### config.mk
export PLATFORM = sky130hd
export DESIGN_NAME = ptw_walker
export DESIGN_NICKNAME = d
export VERILOG_FILES = /design/src/rtl/ptw_pkg.sv /design/src/rtl/ptw_perm_check.sv /design/src/rtl/ptw_addr_gen.sv /design/src/rtl/ptw_fsm.sv /design/src/rtl/ptw_walker.sv
export SDC_FILE = /design/constraint.sdc
export NUM_CORES = 1
export LEC_CHECK = 0
export BUFFER_PORTS_ARGS = -buffer_cell sky130_fd_sc_hd__buf_4
export CAP_MARGIN = 25
export CORE_MARGIN = 1
export CORE_UTILIZATION = 35
export DETAILED_ROUTE_END_ITERATION = 8
export REMOVE_ABC_BUFFERS = 1
export SETUP_SLACK_MARGIN = 0.4
export SLEW_MARGIN = 20
export SYNTH_ARGS = -nofsm -noshare
export SYNTH_HDL_FRONTEND = slang
export SYNTH_SLANG_ARGS = --single-unit
### constraint.sdc
create_clock -name clk -period 1.9 [get_ports clk]
set_input_delay 0.285 -clock clk [delete_from_list [all_inputs] [get_ports clk]]
set_output_delay 0.285 -clock clk [all_outputs]
set_load 0.005 [all_outputs]
### src/rtl/ptw_pkg.sv
// Package: shared widths, entry bit positions, walk states and fault codes
// for the page table walker. Assumes 32-bit addresses, 4 KB pages and
// 4-byte entries.
package ptw_pkg;
    localparam int unsigned VA_W   = 32;
    localparam int unsigned OFF_W  = 12;
    localparam int unsigned PTE_W  = 32;
    localparam int unsigned ENT_B  = 2;                      // log2 of entry bytes
    localparam int unsigned IDX_W  = OFF_W - ENT_B;          // entries per table index
    localparam int unsigned PPN_W  = VA_W - OFF_W;
    localparam int unsigned PERM_W = 3;
    localparam int unsigned LEVELS = 2;

    localparam int unsigned BIT_PRESENT = 0;
    localparam int unsigned BIT_WRITE   = 1;
    localparam int unsigned BIT_USER    = 2;
    localparam int unsigned BIT_ACCESS  = 5;
    localparam int unsigned BIT_MODIFY  = 6;

    typedef enum logic [2:0] {
        ST_IDLE, ST_READ_L1, ST_CHECK_L1, ST_READ_L2,
        ST_CHECK_L2, ST_WRITEBACK, ST_DONE
    } walk_state_e;

    typedef enum logic [1:0] {
        FLT_NONE   = 2'b00,
        FLT_ABSENT = 2'b01,
        FLT_PROT   = 2'b10
    } fault_kind_e;
endpackage

### src/rtl/ptw_perm_check.sv
// Module: judges one table entry against a request. Reports absence ahead
// of any permission failure. Assumes the caller applies it to each level
// in turn, so that together the levels form a combined check.
module ptw_perm_check
    import ptw_pkg::*;
(
    input  logic [PERM_W-1:0] perm,
    input  logic              is_write,
    input  logic              is_user,
    output logic [1:0]        kind
);
    // Classify the entry: absent first, then store and user rights.
    always_comb begin
        if (!perm[BIT_PRESENT])
            kind = FLT_ABSENT;
        else if ((is_write && !perm[BIT_WRITE]) || (is_user && !perm[BIT_USER]))
            kind = FLT_PROT;
        else
            kind = FLT_NONE;
    end
endmodule

### src/rtl/ptw_addr_gen.sv
// Module: forms the byte addresses of the two entries from the root page
// number, the virtual address and the first-level entry's page number.
// Assumes tables are page aligned.
module ptw_addr_gen
    import ptw_pkg::*;
(
    input  logic [PPN_W-1:0] root_ppn,
    input  logic [VA_W-1:0]  vaddr,
    input  logic [PPN_W-1:0] l1_ppn,
    output logic [VA_W-1:0]  l1_addr,
    output logic [VA_W-1:0]  l2_addr
);
    localparam int unsigned HI_LSB = OFF_W + IDX_W;

    // Concatenate table page, index field and zero entry-byte bits.
    always_comb begin
        l1_addr = {root_ppn, vaddr[VA_W-1:HI_LSB], {ENT_B{1'b0}}};
        l2_addr = {l1_ppn, vaddr[HI_LSB-1:OFF_W], {ENT_B{1'b0}}};
    end
endmodule

### src/rtl/ptw_fsm.sv
// Module: sequences a walk through read, check and write-back steps over a
// single-outstanding memory port. Assumes memory holds each request until
// it acknowledges, and that fault kinds arrive from per-level checkers.
module ptw_fsm
    import ptw_pkg::*;
(
    input  logic                         clk,
    input  logic                         rst_n,
    input  logic                         req_valid,
    output logic                         req_ready,
    input  logic [VA_W-1:0]              req_vaddr,
    input  logic                         req_write,
    input  logic                         req_user,
    input  logic [PPN_W-1:0]             table_ppn,
    output logic                         mem_req,
    output logic                         mem_we,
    output logic [VA_W-1:0]              mem_addr,
    output logic [PTE_W-1:0]             mem_wdata,
    input  logic                         mem_ack,
    input  logic [PTE_W-1:0]             mem_rdata,
    output logic                         resp_valid,
    output logic [VA_W-1:0]              resp_paddr,
    output logic [1:0]                   resp_fault,
    output logic                         resp_level,
    input  logic [VA_W-1:0]              l1_addr,
    input  logic [VA_W-1:0]              l2_addr,
    output logic [PPN_W-1:0]             root_q,
    output logic [VA_W-1:0]              va_q,
    output logic [PPN_W-1:0]             l1_ppn_q,
    output logic [LEVELS-1:0][PERM_W-1:0] lvl_perm,
    output logic                         wr_q,
    output logic                         user_q,
    input  logic [LEVELS-1:0][1:0]       lvl_kind
);
    walk_state_e      state;
    logic [PERM_W-1:0] l1_perm_q;
    logic [PTE_W-1:0]  l2_q;
    logic [PTE_W-1:0]  l2_new_q;
    logic [1:0]        fault_q;
    logic              level_q;
    logic [VA_W-1:0]   paddr_q;
    logic [PTE_W-1:0]  l2_upd;

    // Expose captured permissions to the per-level checkers.
    always_comb begin
        lvl_perm[0] = l1_perm_q;
        lvl_perm[1] = l2_q[PERM_W-1:0];
    end

    // Updated final entry: accessed always, modified on a store.
    always_comb begin
        l2_upd = l2_q;
        l2_upd[BIT_ACCESS] = 1'b1;
        if (wr_q)
            l2_upd[BIT_MODIFY] = 1'b1;
    end

    // Walk sequencer and result registers.
    always_ff @(posedge clk) begin
        if (!rst_n) begin
            state     <= ST_IDLE;
            root_q    <= '0;
            va_q      <= '0;
            wr_q      <= 1'b0;
            user_q    <= 1'b0;
            l1_ppn_q  <= '0;
            l1_perm_q <= '0;
            l2_q      <= '0;
            l2_new_q  <= '0;
            fault_q   <= FLT_NONE;
            level_q   <= 1'b0;
            paddr_q   <= '0;
        end else begin
            case (state)
                ST_IDLE: begin
                    if (req_valid) begin
                        root_q  <= table_ppn;
                        va_q    <= req_vaddr;
                        wr_q    <= req_write;
                        user_q  <= req_user;
                        fault_q <= FLT_NONE;
                        level_q <= 1'b0;
                        paddr_q <= '0;
                        state   <= ST_READ_L1;
                    end
                end
                ST_READ_L1: begin
                    if (mem_ack) begin
                        l1_ppn_q  <= mem_rdata[PTE_W-1:OFF_W];
                        l1_perm_q <= mem_rdata[PERM_W-1:0];
                        state     <= ST_CHECK_L1;
                    end
                end
                ST_CHECK_L1: begin
                    if (lvl_kind[0] != FLT_NONE) begin
                        fault_q <= lvl_kind[0];
                        level_q <= 1'b0;
                        state   <= ST_DONE;
                    end else begin
                        state   <= ST_READ_L2;
                    end
                end
                ST_READ_L2: begin
                    if (mem_ack) begin
                        l2_q  <= mem_rdata;
                        state <= ST_CHECK_L2;
                    end
                end
                ST_CHECK_L2: begin
                    if (lvl_kind[1] != FLT_NONE) begin
                        fault_q <= lvl_kind[1];
                        level_q <= 1'b1;
                        state   <= ST_DONE;
                    end else begin
                        paddr_q  <= {l2_q[PTE_W-1:OFF_W], va_q[OFF_W-1:0]};
                        l2_new_q <= l2_upd;
                        state    <= (l2_upd != l2_q) ? ST_WRITEBACK : ST_DONE;
                    end
                end
                ST_WRITEBACK: begin
                    if (mem_ack)
                        state <= ST_DONE;
                end
                ST_DONE:  state <= ST_IDLE;
                default:  state <= ST_IDLE;
            endcase
        end
    end

    // Port outputs decoded from the current state.
    always_comb begin
        req_ready  = (state == ST_IDLE);
        mem_req    = (state == ST_READ_L1) || (state == ST_READ_L2) ||
                     (state == ST_WRITEBACK);
        mem_we     = (state == ST_WRITEBACK);
        mem_addr   = (state == ST_READ_L1) ? l1_addr : l2_addr;
        mem_wdata  = (state == ST_WRITEBACK) ? l2_new_q : '0;
        resp_valid = (state == ST_DONE);
        resp_paddr = paddr_q;
        resp_fault = fault_q;
        resp_level = level_q;
    end

    // a pending access keeps its attributes until acknowledged.
    a_r10_hold_access: assert property (@(posedge clk) disable iff (!rst_n)
        (mem_req && !mem_ack) |=> (mem_req && $stable(mem_addr) &&
                                   $stable(mem_we) && $stable(mem_wdata)));

    // a response lasts one cycle and the block is ready after it.
    a_r11_resp_pulse: assert property (@(posedge clk) disable iff (!rst_n)
        resp_valid |=> (!resp_valid && req_ready));

    // once a request is taken the block is busy.
    a_r2_busy_after_accept: assert property (@(posedge clk) disable iff (!rst_n)
        (req_valid && req_ready) |=> !req_ready);

    // every write-back carries the accessed flag.
    a_r8_wb_access: assert property (@(posedge clk) disable iff (!rst_n)
        (mem_req && mem_we) |-> mem_wdata[BIT_ACCESS]);

    // an absent first-level entry ends the walk with an absence fault.
    a_r6_l1_absent: assert property (@(posedge clk) disable iff (!rst_n)
        (state == ST_CHECK_L1 && !l1_perm_q[BIT_PRESENT]) |=>
        (resp_valid && resp_fault == FLT_ABSENT && !resp_level));

    // a faulting second-level check never leads to a memory write.
    a_r9_no_wb_on_fault: assert property (@(posedge clk) disable iff (!rst_n)
        (state == ST_CHECK_L2 && lvl_kind[1] != FLT_NONE) |=> !mem_we);

    // a faulted response carries no address.
    a_r11_fault_zero_addr: assert property (@(posedge clk) disable iff (!rst_n)
        (resp_valid && resp_fault != FLT_NONE) |-> (resp_paddr == '0));
endmodule

### src/rtl/ptw_walker.sv
// Module: top of the two-level page table walker. Wires the sequencer to
// the address former and one entry checker per level. Assumes the root
// table page number is stable for the duration of the request cycle.
module ptw_walker
    import ptw_pkg::*;
(
    input  logic              clk,
    input  logic              rst_n,
    input  logic              req_valid,
    output logic              req_ready,
    input  logic [31:0]       req_vaddr,
    input  logic              req_write,
    input  logic              req_user,
    input  logic [19:0]       table_ppn,
    output logic              mem_req,
    output logic              mem_we,
    output logic [31:0]       mem_addr,
    output logic [31:0]       mem_wdata,
    input  logic              mem_ack,
    input  logic [31:0]       mem_rdata,
    output logic              resp_valid,
    output logic [31:0]       resp_paddr,
    output logic [1:0]        resp_fault,
    output logic              resp_level
);
    logic [VA_W-1:0]               l1_addr;
    logic [VA_W-1:0]               l2_addr;
    logic [PPN_W-1:0]              root_q;
    logic [VA_W-1:0]               va_q;
    logic [PPN_W-1:0]              l1_ppn_q;
    logic [LEVELS-1:0][PERM_W-1:0] lvl_perm;
    logic [LEVELS-1:0][1:0]        lvl_kind;
    logic                          wr_q;
    logic                          user_q;

    ptw_fsm u_fsm (
        .clk        (clk),
        .rst_n      (rst_n),
        .req_valid  (req_valid),
        .req_ready  (req_ready),
        .req_vaddr  (req_vaddr),
        .req_write  (req_write),
        .req_user   (req_user),
        .table_ppn  (table_ppn),
        .mem_req    (mem_req),
        .mem_we     (mem_we),
        .mem_addr   (mem_addr),
        .mem_wdata  (mem_wdata),
        .mem_ack    (mem_ack),
        .mem_rdata  (mem_rdata),
        .resp_valid (resp_valid),
        .resp_paddr (resp_paddr),
        .resp_fault (resp_fault),
        .resp_level (resp_level),
        .l1_addr    (l1_addr),
        .l2_addr    (l2_addr),
        .root_q     (root_q),
        .va_q       (va_q),
        .l1_ppn_q   (l1_ppn_q),
        .lvl_perm   (lvl_perm),
        .wr_q       (wr_q),
        .user_q     (user_q),
        .lvl_kind   (lvl_kind)
    );

    ptw_addr_gen u_addr (
        .root_ppn (root_q),
        .vaddr    (va_q),
        .l1_ppn   (l1_ppn_q),
        .l1_addr  (l1_addr),
        .l2_addr  (l2_addr)
    );

    // One entry checker per table level.
    for (genvar lv = 0; lv < LEVELS; lv++) begin : g_level
        ptw_perm_check u_chk (
            .perm     (lvl_perm[lv]),
            .is_write (wr_q),
            .is_user  (user_q),
            .kind     (lvl_kind[lv])
        );
    end
endmodule

Word level (Yosys, flattened, before mapping)
Index checks and enable logic that the tools add are counted.
{"block": "totals", "reg_bits": 179, "elab_cells": 77}
{"block": "op_classes", "n_eq_ne": 14, "muxes": 26, "bitwise_logic": 1, "reduce_logical": 24}
{"op": "32-bit 2-to-1 mux", "n": 4}
{"op": "32-bit one-hot mux with 2 select lines", "n": 1}
{"op": "3-bit 2-to-1 mux", "n": 6}
{"op": "3-bit one-hot mux with 6 select lines", "n": 1}
{"op": "2-bit 2-to-1 mux", "n": 8}
{"op": "3-bit equality test, second input constant", "n": 3}
{"op": "2-bit inequality test, second input constant", "n": 4}
{"op": "2-bit AND reduction", "n": 4}
{"op": "4-bit AND reduction", "n": 2}
{"op": "3-bit by 2-bit equality test with 1-bit output, second input constant", "n": 2}
{"op": "2-bit by 1-bit inequality test with 1-bit output, second input constant", "n": 3}
{"op": "2-bit one-hot mux with 3 select lines", "n": 1}
{"op": "2-bit nonzero test", "n": 3}
{"op": "1-bit logical AND", "n": 4}
{"op": "1-bit zero test", "n": 4}
{"op": "1-bit logical OR", "n": 4}
{"op": "1-bit 2-to-1 mux", "n": 4}
{"op": "3-bit by 1-bit equality test with 1-bit output, second input constant", "n": 1}
{"op": "3-bit zero test", "n": 1}
{"op": "1-bit one-hot mux with 3 select lines", "n": 1}
{"op": "3-bit AND reduction", "n": 1}
{"op": "3-bit nonzero test", "n": 1}
{"op": "2-bit inequality test", "n": 1}
{"op": "1-bit NOT", "n": 1}

Logic depth before layout (Yosys ltp)
Gate-level depths: netlist of run 1.
{"block": "depth", "ltp_word": 8, "mapped_depth": 7}

Hierarchy
From an unflattened synthesis of run 1, not the netlist that was laid out.
{"block": "hier_totals", "hier_cells": 936, "hier_area_um2": 7930.1}
{"mod": "ptw_fsm", "instances": 1, "cells_per_inst": 863, "area_each_um2": 7395.8, "seq_area_each_um2": 3583.4}
{"mod": "ptw_addr_gen", "instances": 1, "cells_per_inst": 65, "area_each_um2": 484.2, "seq_area_each_um2": 0.0}
{"mod": "ptw_perm_check", "instances": 2, "cells_per_inst": 4, "area_each_um2": 25.0, "seq_area_each_um2": 0.0}

Least setup slack after synthesis of run 1
No wires, ideal clock.
{"block": "synth_path", "path_type": "reg-to-output", "from": "register u_fsm.state[0]", "to": "output port mem_wdata[10]", "arrival_time_ns": 1.398, "required_ns": 1.615, "slack_ns": 0.217, "stages_incl_launch_ff": 6, "path_buffers": 2, "path_cell_list": "dfxtp_1 > buf_2 > inv_1 > nor3_1 > clkbuf_1 > and2_1"}
{"block": "synth_between", "elab_chain_len": 2}
{"element": "from (decl)", "line_no": "ptw_fsm.sv:35", "rtl": "walk_state_e state;"}
{"element": "from (signal assigned)", "line_no": "ptw_fsm.sv:117", "rtl": "state <= (l2_upd != l2_q) ? ST_WRITEBACK : ST_DONE;"}
{"element": "3-bit equality test", "line_no": "ptw_fsm.sv:137", "rtl": "mem_wdata = (state == ST_WRITEBACK) ? l2_new_q : '0;"}
{"element": "32-bit 2-to-1 mux", "line_no": "ptw_fsm.sv:137"}
{"element": "to (decl)", "line_no": "ptw_walker.sv:18", "rtl": "output logic [31:0] mem_wdata,"}
Every way passes these cells.

Worst setup path after layout of run 1
{"block": "layout_path", "from": "register u_fsm.state[2]", "to": "output port mem_addr[31]"}
{"block": "layout_between", "elab_chain_len": 2}
{"element": "3-bit by 1-bit equality test with 1-bit output", "line_no": "ptw_fsm.sv:136", "rtl": "mem_addr = (state == ST_READ_L1) ? l1_addr : l2_addr;"}
{"element": "32-bit 2-to-1 mux", "line_no": "ptw_fsm.sv:136"}
{"element": "to (decl)", "line_no": "ptw_walker.sv:17", "rtl": "output logic [31:0] mem_addr,"}
Every way passes these cells.

==> results of run 1 <==
timing repair:
item / 4_1_cts / 5_1_grt
hold buffers: 0 / 0
endpoints found under the hold margin: 0 / 0
buffers inserted: 13 / 0
pin swaps: 17 / 15
endpoints found under the setup margin: 237 / 244
resized for setup: 119 / 30
gates cloned: 5 / 0
kinds of logic (layout without fill, tap and decap cells):
family	Yosys count	after routing	synth area share
AOI/OAI and AO/OA	184	184	0.193
buffers and inverters	69	279	0.0452
DFF	179	179	0.496
muxes	40	40	0.0606
other	1	2	0.000519
and+or+nand+nor	328	328	0.205
area by class of cell:
class	instances	area [sq um]
clock inverters	12	146
repair buffers	243	2260
well taps	270	338
flip-flops and latches	179	3590
clock buffers	19	443
fillers	1942	9860
inverters	5	18.8
multi-input cells	554	3570
registers in the layout (all words and copies together), names as in the netlist, 2 cells and up:
name and flops:
u_fsm.l2_q 32, u_fsm.l1_ppn_q 20, u_fsm.resp_fault 2, u_fsm.l1_perm_q 3
u_fsm.state 3, u_fsm.va_q 32, u_fsm.root_q 20, u_fsm.l2_new_q 32
u_fsm.resp_paddr 32
critical path, delay by kind of cell, from the launching register on:
| kind | cells | cell delay [ps] |
|---|---|---|
| buf+inv | 3 | 460 |
| flops | 1 | 360 |
| mux | 1 | 330 |
| simple gates | 1 | 250 |
synthesized netlist by cell type, drive strengths merged, types with 2 or more instances:
master / number
nor3b: 2
nor3: 5
and2: 36
a21oi: 4
nand3: 26
o211a: 2
inv: 5
nor2: 4
buf: 33
or3: 2
nand4: 2
a41oi: 2
and3: 2
nor2b: 13
mux2i: 10
clkbuf: 31
or2: 2
a21boi: 110
o21a: 2
nand2b: 4
dfxtp: 179
o21ai: 17
o31ai: 3
mux2: 30
or3b: 2
nand2: 226
a22o: 38
report_power, final:
group / internal (W) / switching [W] / total (W)
sequential: 0.00418 / 0.000233 / 0.00441
clock: 0.00199 / 0.00155 / 0.00355
combinational: 0.00213 / 0.00214 / 0.00428
total: 0.00831 / 0.00393 / 0.0122
worst max path at each step:
| stage | end | cells after the start |
|---|---|---|
| finish | mem_addr[31] | 5 |
| floorplan | u_fsm.resp_paddr[0]$_SDFFE_PN0P_ | 4 |
| global route | mem_addr[25] | 5 |
| detailed placement | u_fsm.resp_paddr[10]$_SDFFE_PN0P_ | 4 |
| global placement | mem_wdata[25] | 6 |
| CTS | mem_addr[27] | 5 |
metal layers:
metal	GRT usage	share of wire	up-vias
met4	0.0532	0.0090	0
met5	0	0	-
met1	0.262	0.47	2954
li1	-	-	3094
met2	0.310	0.46	180
met3	0.0527	0.064	15
per-stage QoR:
step	cells	worst slack, ps
after floorplan	738	-4750
after global placement	1233	-1.27
after detailed placement	1233	-32.5
after CTS	1282	-192
after global routing	1282	-266
final	1282	-213
==> impl_metrics.json, run 1 <==
{
  "status": "finished with violations",
  "violations": "setup timing",
  "port_buffers": 190,
  "grt_max_degree": 46,
  "crit_arrival_ps": 1830,
  "ctsLongestPathBuffers": 2,
  "critPathCaptureType": "primary output",
  "drc_errors": 0,
  "slew_viol_final": 0,
  "crit-reg2reg-capture": "u_fsm.l2_new_q[18]$_SDFFE_PN0P_",
  "numCtsBuffers": 17,
  "num-nets-final": 1090,
  "synth_largest_area_cell": "dfxtp_1",
  "ff2ff_setup_slack_ps": -10,
  "worst_pin_slew_ps": 732,
  "via_count": 6243,
  "antenna_found_initial": 0,
  "synth_top_area_frac": 0.496,
  "whs_path_depth": 3,
  "yosys_warnings": 0,
  "startpoint_type": "flop",
  "holdPathEnd": "u_fsm.l2_q[11]$_SDFFE_PN0P_",
  "synth_area_leaders": "dfxtp_1, nand2_1, a21boi_0, mux2_2, a22o_1",
  "firstDrtPassIters": 4,
  "hold_violations": 0,
  "setup_viol_count_final": 66,
  "clk_latency_ps": 430,
  "fin_util": 0.513,
  "antenna_cells": 0,
  "die_w_um": 146,
  "required_ps": 1620,
  "wl_per_cell_um": 16.1,
  "relSlewSlack": 0.510,
  "fin_crit_sh": 1.11,
  "finalSetupTns_ps": -9500,
  "syn_inst": 801,
  "cts_sinks": 179,
  "worst_slack_ps": -213,
  "root_buffer": "clkbuf_16",
  "drive_gt1_frac": 0.338,
  "timing.fmax_ghz": 0.473,
  "core_area_sq_um": 20200,
  "slowest_stage": "dfxtp_4",
  "synth_edf_count": 0,
  "hp-start": "mem_rdata[11]",
  "place_area_sq_um": 9090,
  "clk_pin_slew_ps": 70,
  "final.setup_skew_ps": 12.0,
  "drt_iter0_drc": 235,
  "p_leak_nw": 4.31,
  "die_y_um": 146,
  "totalWireLength_um": 20600,
  "crit_fanout": 6,
  "layout_commonest_cell": "nand2_1",
  "dp_hpwl_um": 13200,
  "p_per_area_nw_per_um2": 1180,
  "ant_nets": 0,
  "rsz0062_at_grt": "true",
  "cts_tree": "yes",
  "async_flop_share": 0,
  "start_util": 0.357,
  "path_cells": "nor3b_4 > buf_6 > buf_16 > mux2_4 > buf_6",
  "ys_types": 44,
  "overflow": 0,
  "synth-seq-cells": 179,
  "cpMostUsedCell": "buf_6",
  "peakVddDrop_mv": 0.757,
  "syn_to_final_growth_pct": 43.5,
  "worstRegToRegCells": 7,
  "total_power_w": 0.0122,
  "grt_first_pass_wirelength_um": 32800,
  "grt_pass1_vias": 6039,
  "cap_violations": 0,
  "routabilityCongestion": 0.828,
  "ys_seq_area_frac": 0.496,
  "syn_area_per_cell_sq_um": 9.02,
  "path_class": "flop to primary output",
  "r2r_start": "u_fsm.state[0]$_SDFFE_PN0P_",
  "whs_ps": 109,
  "routed_via_density": 4.87,
  "holdCritPathClass": "primary input to flop",
  "synth.cell_area_sq_um": 7230,
  "finalCriticalPeriod_ps": 2110,
  "cts_htree_levels": 4,
  "critPathLaunch": "u_fsm.state[2]$_SDFFE_PN0P_",
  "io_pins": 193,
  "rows": 52,
  "design_area_sq_um": 10400,
  "critPathMaxStageDelay_ps": 360,
  "grt_usage": 0.196,
  "synth_top_flop_cell": "dfxtp_1",
  "final_cell_mix": "nand2_1, buf_4, dfxtp_1, a21boi_0, buf_6",
  "die_area_sq_um": 21200
}
Note: power is estimated with default switching activity, not from simulation.
==> run 2: changes to the inputs <==
--- a/config.mk
+++ b/config.mk
@@ -7,6 +7,7 @@
 export LEC_CHECK = 0
 export BUFFER_PORTS_ARGS = -buffer_cell sky130_fd_sc_hd__buf_4
 export CAP_MARGIN = 25
+export CORE_ASPECT_RATIO = 0.7
 export CORE_MARGIN = 1
 export CORE_UTILIZATION = 35
 export DETAILED_ROUTE_END_ITERATION = 8
==> run 2 against run 1 <==
The flow still finishes with violations (setup timing); critical path depth stayed put; clock skew is 2.6 ps lower; first-iteration DRC count grew to 2.7 times the previous value; die area is essentially flat; flip-flop and latch count did not move; global-route usage grew 3.9 points; non-clock buffer count rose by 68; critical endpoint unchanged; worst hold slack worse by 15 ps; clock-buffer cell count grew 1; clock power fell by 3%; critical path type unchanged; via count rose by 13%; sequential power is 3% higher.
==> impl_metrics.json, run 2 (synthesis gave the netlist of run 1 again) <==
{
  "status": "finished with violations",
  "violations": "setup timing",
  "p_per_area_nw_per_um2": 1210,
  "io_pins": 193,
  "fillCellCount": 1643,
  "final.setup_skew_ps": 9.43,
  "cts_sinks": 179,
  "wl_per_cell_um": 21.2,
  "path_cells": "nor3b_4 > buf_6 > clkbuf_16 > mux2_4 > buf_6",
  "syn_to_final_growth_pct": 73.3,
  "slew_viol_final": 0,
  "crit_fanout": 6,
  "ctsHoldBuffers": 0,
  "antenna_found_initial": 0,
  "num-nets-final": 1167,
  "drc_errors": 0,
  "die_y_um": 122,
  "dp_hpwl_um": 13800,
  "routed_via_density": 5.20,
  "rsz0062_at_grt": "true",
  "clk_latency_ps": 430,
  "crit_arrival_ps": 1870,
  "grt_pass1_vias": 6265,
  "required_ps": 1620,
  "firstDrtPassIters": 5,
  "ant_nets": 0,
  "p_int_w": 0.00984,
  "path_class": "flop to primary output",
  "relSlewSlack": 0.667,
  "numCtsBuffers": 17,
  "port_buffers": 190,
  "regArea_sq_um": 3600,
  "critPathLaunch": "u_fsm.state[2]$_SDFFE_PN0P_",
  "multi_input_area_sq_um": 4390,
  "overflow": 0,
  "drt_iter0_drc": 643,
  "routabilityCongestion": 0.818,
  "startpoint_type": "flop",
  "grt_max_degree": 52,
  "die_w_um": 174,
  "pre_cts_ws_ps": -18.8,
  "holdCritPathClass": "primary input to flop",
  "grt_usage": 0.235,
  "whs_ps": 94.6,
  "fin_crit_sh": 1.13,
  "p_switching_w": 0.00536,
  "hp-start": "req_vaddr[20]",
  "r2r_start": "u_fsm.state[2]$_SDFFE_PN0P_",
  "timing.fmax_ghz": 0.465,
  "cap_violations": 0,
  "p_clk_frac": 0.226,
  "hold_violations": 0,
  "finalCriticalPeriod_ps": 2150,
  "totalWireLength_um": 28800,
  "worst_slack_ps": -252,
  "critPathCaptureType": "primary output",
  "drive_gt1_frac": 0.522,
  "cts_htree_levels": 4,
  "die_area_sq_um": 21200,
  "root_buffer": "clkbuf_16",
  "final_cell_mix": "dfxtp_1, buf_4, nand2_1, buf_6, a21boi_1",
  "setup_viol_count_final": 63,
  "path_buf_inv": 3,
  "clk_pin_slew_ps": 70,
  "comb_power_share": 0.475,
  "p_leak_nw": 5.26,
  "swShare": 0.352,
  "slowest_stage": "dfxtp_4",
  "worst_pin_slew_ps": 499,
  "start_util": 0.361,
  "grt_first_pass_wirelength_um": 37700,
  "cpMostUsedCell": "buf_6",
  "critPathTopFamily": "buffers and inverters",
  "critPathMaxStageDelay_ps": 370,
  "antenna_cells": 0,
  "layout_commonest_cell": "dfxtp_1",
  "cts_tree": "yes",
  "via_count": 7062,
  "peakVddDrop_mv": 0.732,
  "core_area_sq_um": 20000,
  "rows": 43,
  "ctsLongestPathBuffers": 2,
  "fin_util": 0.626,
  "seq_power_share": 0.299
}
run 2: repair_timing:
| action | CTS | global route |
|---|---|---|
| resized for setup | 127 | 408 |
| cloned | 22 | 20 |
| setup buffers | 37 | 20 |
| pin swaps | 34 | 159 |
| endpoints found under the setup margin | 229 | 244 |
run 2: worst register-to-register path, cell delays in order (launching register included):
cell       delay [ps]
dfxtp_4           370
buf_6             130
buf_4             130
buf_8             130
nand2b_4          150
buf_6             130
nor2_4            230
buf_6             180
clkbuf_16         150
nand2_2            50
a21boi_1          110
run 2: power groups by stage:
| stage | clock network (W) | registers [W] | logic, W |
|---|---|---|---|
| after floorplan | 0 | 0.00438 | 0.00143 |
| after global placement | 0 | 0.00448 | 0.00316 |
| after global routing | 0.00363 | 0.00459 | 0.00751 |
| final | 0.00343 | 0.00455 | 0.00722 |
| after CTS | 0.00348 | 0.00443 | 0.00487 |
| after detailed placement | 0 | 0.00450 | 0.00316 |
run 2: metrics by stage:
stage | std cells | power, W | area (sq um) | setup TNS, ps
2_1_floorplan | 738 | 0.00581 | 6920 | -456510
3_3_place_gp | 1229 | 0.00764 | 8990 | 0
3_5_place_dp | 1229 | 0.00766 | 8990 | -46.8
4_1_cts | 1318 | 0.0128 | 10800 | -10230
5_1_grt | 1358 | 0.0157 | 12500 | -15740
6_report | 1358 | 0.0152 | 12500 | -11960
run 2: final timing paths:
| path | end | depth (start not counted) | slack [ps] |
|---|---|---|---|
| worst max-delay path | mem_addr[31] | 5 | -250 |
| worst min-delay path | u_fsm.va_q[20]$_SDFFE_PN0P_ | 3 | 90 |
| worst max register to register | u_fsm.l2_q[1]$_SDFFE_PN0P_ | 10 | 70 |
| worst min register to register | u_fsm.l1_ppn_q[7]$_SDFFE_PN0P_ | 2 | 450 |
run 2: final cells by class:
cell class	instances	share of cell area
Inverter	5	0.00180
Tap cell	270	0.0270
Clock inverter	10	0.00820
Clock buffer	20	0.0365
Timing Repair Buffer	311	0.289
Sequential cell	179	0.287
Multi-Input combinational cell	563	0.350
run 2: routing by layer:
layer | track usage | up-vias | routed length [um]
met2 | 0.340 | 313 | 12300
met1 | 0.337 | 3436 | 13600
met5 | 0 | - | 0
met4 | 0.0565 | 0 | 362
met3 | 0.0740 | 37 | 2530
li1 | - | 3276 | -
